`src/rtl/igc_pkg.sv`:
```
package igc_pkg;

    typedef struct packed {
        logic ei;
        logic di;
        logic reti;
        logic halt;
        logic boundary;
    } igc_strobe_t;

    typedef struct packed {
        logic halted;
        logic dispatch;
        logic hold;
    } igc_sleep_t;

endpackage

```
`src/rtl/igc_enable_unit.sv`:
```
module igc_enable_unit
    import igc_pkg::*;
#(
    parameter int EI_DELAY = 1
) (
    input  logic        clk,
    input  logic        rst_n,
    input  igc_strobe_t stb,
    input  logic        take,
    output logic        ime_q
);
    localparam int CW = $clog2(EI_DELAY + 1);
    localparam logic [CW-1:0] LOAD = CW'(EI_DELAY);

    typedef struct packed {
        logic          ime;
        logic [CW-1:0] cnt;
    } en_state_t;

    en_state_t st_d, st_q;

    always_comb begin
        st_d = st_q;
        // delayed enable counts completed instructions
        if (stb.boundary && st_q.cnt != '0) begin
            st_d.cnt = st_q.cnt - 1'b1;
            if (st_q.cnt == CW'(1)) st_d.ime = 1'b1;
        end
        if (stb.reti) st_d.ime = 1'b1;
        if (take)     st_d.ime = 1'b0;
        if (stb.di) begin
            st_d.ime = 1'b0;
            st_d.cnt = '0;
        end else if (stb.ei) begin
            st_d.cnt = LOAD;
        end
    end

    always_ff @(posedge clk or negedge rst_n) begin
        if (!rst_n) st_q <= '0;
        else        st_q <= st_d;
    end

    assign ime_q = st_q.ime;

    a_r2_di_clears: assert property (@(posedge clk) disable iff (!rst_n)
        stb.di |=> !ime_q);
    a_r4_reti_sets: assert property (@(posedge clk) disable iff (!rst_n)
        (stb.reti && !stb.di && !take) |=> ime_q);
    a_r3_rise_cause: assert property (@(posedge clk) disable iff (!rst_n)
        $rose(ime_q) |-> $past(stb.boundary || stb.reti));

endmodule

```
`src/rtl/igc_sleep_unit.sv`:
```
module igc_sleep_unit
    import igc_pkg::*;
(
    input  logic        clk,
    input  logic        rst_n,
    input  igc_strobe_t stb,
    input  logic        irq_pending,
    input  logic        ime_q,
    output logic        take,
    output igc_sleep_t  sl_q
);
    igc_sleep_t sl_d;

    always_comb begin
        take = ime_q && irq_pending && (sl_q.halted || stb.boundary);
        sl_d.dispatch = take;
        if (sl_q.halted) sl_d.halted = !irq_pending;
        else             sl_d.halted = stb.halt && !irq_pending;
        sl_d.hold = !sl_q.halted && stb.halt && irq_pending && !ime_q;
    end

    always_ff @(posedge clk or negedge rst_n) begin
        if (!rst_n) sl_q <= '0;
        else        sl_q <= sl_d;
    end

    a_r6_sleep_holds: assert property (@(posedge clk) disable iff (!rst_n)
        (sl_q.halted && !irq_pending) |=> sl_q.halted);
    a_r7_wake: assert property (@(posedge clk) disable iff (!rst_n)
        (sl_q.halted && irq_pending) |=> !sl_q.halted);
    a_r9_hold_excl: assert property (@(posedge clk) disable iff (!rst_n)
        sl_q.hold |-> !sl_q.halted);

endmodule

```
`src/rtl/irq_gate_ctrl.sv`:
```
module irq_gate_ctrl
    import igc_pkg::*;
#(
    parameter int EI_DELAY = 1
) (
    input  logic clk,
    input  logic rst_n,
    input  logic ei_stb,
    input  logic di_stb,
    input  logic reti_stb,
    input  logic halt_stb,
    input  logic boundary,
    input  logic irq_pending,
    output logic ime,
    output logic halted,
    output logic dispatch,
    output logic pc_hold
);
    igc_strobe_t stb;
    igc_sleep_t  sl_q;
    logic        take;
    logic        ime_q;

    assign stb = '{ei: ei_stb, di: di_stb, reti: reti_stb,
                   halt: halt_stb, boundary: boundary};

    igc_enable_unit #(.EI_DELAY(EI_DELAY)) u_enable (
        .clk   (clk),
        .rst_n (rst_n),
        .stb   (stb),
        .take  (take),
        .ime_q (ime_q)
    );

    igc_sleep_unit u_sleep (
        .clk         (clk),
        .rst_n       (rst_n),
        .stb         (stb),
        .irq_pending (irq_pending),
        .ime_q       (ime_q),
        .take        (take),
        .sl_q        (sl_q)
    );

    assign ime      = ime_q;
    assign halted   = sl_q.halted;
    assign dispatch = sl_q.dispatch;
    assign pc_hold  = sl_q.hold;

    a_r5_dispatch_clears: assert property (@(posedge clk) disable iff (!rst_n)
        dispatch |-> !ime);

endmodule

```
`config.mk`:
```
export PLATFORM = sky130hd
export DESIGN_NAME = irq_gate_ctrl
export DESIGN_NICKNAME = d
export VERILOG_FILES = /design/src/rtl/igc_pkg.sv /design/src/rtl/igc_enable_unit.sv /design/src/rtl/igc_sleep_unit.sv /design/src/rtl/irq_gate_ctrl.sv
export SDC_FILE = /design/constraint.sdc
export NUM_CORES = 1
export LEC_CHECK = 0
export BUFFER_PORTS_ARGS = -buffer_cell sky130_fd_sc_hd__clkbuf_2
export CORE_AREA = 4 4 41 43
export CTS_CLUSTER_DIAMETER = 40
export CTS_CLUSTER_SIZE = 28
export DETAILED_ROUTE_END_ITERATION = 10
export DIE_AREA = 0 0 45 47
export PLACE_DENSITY = 0.44
export SETUP_SLACK_MARGIN = 0.15
export SLEW_MARGIN = 20
export SYNTH_ARGS = -nofsm -noshare
export SYNTH_HDL_FRONTEND = slang
export SYNTH_SLANG_ARGS = --single-unit
```
`constraint.sdc`:
```
create_clock -name clk -period 2.65 [get_ports clk]
set_clock_uncertainty 0.05 [all_clocks]
set_input_delay 0 -clock clk [delete_from_list [all_inputs] [get_ports clk]]
set_output_delay 0 -clock clk [all_outputs]
set_load 0.05 [all_outputs]
```
==> flow_summary.yaml <==
sta:
  slew_viol_final: 0
  setup_viol: 0
  slew_headroom_pct: 81.2
  rsz0062_at_grt: "false"
  worst_slew_pin_slew_ns: 0.283
  max_freq_mhz: 784
  post-route-period-util_pct: 48.1
  setup_tns_ns: 0
  hold_viol: 0
  setup_slack_ns: 1.37
  period_minus_slack_ns: 1.28
die:
  rows: 13
  core_um2: 1300
  dieArea_um2: 2120
  num_io_pins: 12
  start_util_pct: 13.8
  die_y_um: 47
  die_x_um: 45
clock_tree:
  clk_latency_ns: 0.24
  cts_inserted_buffers: 3
  clkSlewWorstSetupHoldPaths_ns: 0.04
  htree_levels: 1
  post-cts-setup-buffers: 0
  holdBufCountCts: 7
  cts_root_buffer: "clkbuf_4"
  clock-sinks: 5
  cts.repair.resized: 0
  cts_tree: "built"
  cts_buffer_depth: 2
worst_setup_path:
  critPathMaxFanout: 4
  crit_arrival_ns: 1.35
  rr_endpoint: "u_sleep.sl_q[2]"
  crit_required_ns: 2.72
  r2r_start: "u_sleep.sl_q[2]"
  cpMaxStageDelayCell: "dlygate4sd3_1"
  reg2reg_depth: 3
  crit_type: "register to register"
  end_kind: "register"
  slowest_delay_ns: 0.54
  crit_path_frequent_cell: "nor2_1"
  start_kind: "register"
  rrSetupSlack_ns: 1.37
  path_cells: "nor2_1, nor2_1, dlygate4sd3_1"
yosys:
  syn-num-nets: 22
  syn_avg_cell_area_um2: 12.9
  yosysSeqAreaShare_pct: 69.4
  synth_cell_types: 9
  syn_inst: 14
  ys_ff_latch: 5
  yosysWarnings: 0
  syn_area_um2: 180
pwr:
  swShare_pct: 27.6
  ir_drop_mv: 0.240
  power.clock.fraction_pct: 41.8
  seqPwrFrac_pct: 39.6
  finalPower_w: 0.000214
  p_leak_nw: 0.189
  power.internal_w: 0.000155
  p_sw_w: 0.0000591
  p_per_area_nw_per_um2: 611
  combPwrFrac_pct: 18.6
global_route:
  grt_pass1_wl_um: 828
  grt_max_degree: 6
  grt_pass1_vias: 191
  grt_overflow: 0
  antenna_found_initial: 0
  grt_usage_pct: 6.43
drt:
  wl_per_cell_um: 9.16
  vias: 189
  ant_nets: 0
  drt-total-wl_um: 467
  viasPerCell: 3.71
  drt_first_pass_iters: 2
  drc: 0
  first_iter_violations: 3
place:
  io_buffers: 11
  place_ws_ns: 1.74
  gp_congestion: 0.650
finish:
  nNetsFinal: 45
  num_antenna_cells: 0
  syn2layout_area_growth_pct: 94.4
  layout-drive-gt1-share_pct: 38.9
min_path:
  min_to: "u_sleep.sl_q[1]"
  whs_path_depth: 2
  hp-start: "boundary"
  hold_path_class: "primary input to register"
run:
  cap_violations: 0
run_status:
  status: "complete, no violations"
-- power groups by stage --
| stage | logic (W) | registers [W] | clock network [W] |
|---|---|---|---|
| after floorplan | 0.00000514 | 0.0000993 | 0 |
| after global placement | 0.0000314 | 0.0000858 | 0 |
| after detailed placement | 0.0000316 | 0.0000860 | 0 |
| after CTS | 0.0000401 | 0.0000849 | 0.0000926 |
| after global routing | 0.0000425 | 0.0000857 | 0.000104 |
| final | 0.0000398 | 0.0000849 | 0.0000895 |
-- cell usage after synthesis, drive strengths merged --
cell | n | share of area (%)
a211oi | 1 | 4.2
a21oi | 1 | 2.8
dfrtp | 5 | 69
inv | 1 | 2.1
nand2b | 1 | 3.5
nor2 | 2 | 4.2
nor3 | 1 | 2.8
nor4bb | 1 | 5.6
o211a | 1 | 5.6
-- area by class of cell --
cell class | instances | area, µm²
Tap cell | 15 | 18.8
Timing Repair Buffer | 18 | 125
Clock buffer | 4 | 26.3
Multi-Input combinational cell | 8 | 51.3
Fill cell | 151 | 951
Inverter | 1 | 3.75
Sequential cell | 5 | 125
-- routing by layer --
metal	wire (µm)	share of wire [%]	track usage [%]
met5	0	0	0
met2	177	38	7.34
met4	0	0	7.02
met1	212	45	5.99
met3	77	16	6.51
-- state kept, by name, indices dropped and copies added, names as in the netlist --
signal / cells
u_enable.ime_q: 1
u_enable.st_q: 1
u_sleep.sl_q: 3
-- per-stage QoR --
stage | cell area, µm² | util [%] | instances | hold slack (ns)
2_1_floorplan | 180 | - | 14 | -0.346
3_3_place_gp | 254 | 19.5 | 40 | -0.223
3_5_place_dp | 254 | 19.5 | 40 | -0.224
4_1_cts | 350 | 26.9 | 51 | 0.0114
5_1_grt | 350 | 26.9 | 51 | 0.00464
6_report | 350 | 26.9 | 51 | 0.0189
-- logic make-up (layout without fill, tap and decap cells) --
group | Yosys count | count (layout) | share of synthesized area [%]
compound gates | 3 | 3 | 12.5
buf+inv | 1 | 23 | 2.08
flops | 5 | 5 | 69.4
simple gates | 5 | 5 | 16.0
-- cell usage in the layout, fill, tap and decap left out, drive strengths merged --
cell type and count:
nor4bb 1, dfrtp 5, o211a 1, dlygate4sd3 7, inv 1, nand2b 1, a21oi 1, clkbuf 15
nor3 1, nor2 2, a211oi 1
-- worst max path at each step --
stage / startpoint / end / slack (ns) / depth (start not counted)
CTS: u_sleep.sl_q[2] / u_sleep.sl_q[2] / 1.39 / 3
detailed placement: u_sleep.sl_q[2] / u_enable.ime_q / 1.74 / 2
global placement: u_sleep.sl_q[2] / u_enable.ime_q / 1.76 / 2
global route: u_sleep.sl_q[2] / u_sleep.sl_q[2] / 1.33 / 3
finish: u_sleep.sl_q[2] / u_sleep.sl_q[2] / 1.37 / 3
floorplan: u_sleep.sl_q[2] / u_enable.ime_q / 1.52 / 2
-- critical path: cells and delay by family (launching register included) --
family	cells	cell delay (ns)
buffers and inverters	1	0.54
flip-flops	1	0.40
AND/OR/NAND/NOR	2	0.17
(Power assumes the default switching activity.)
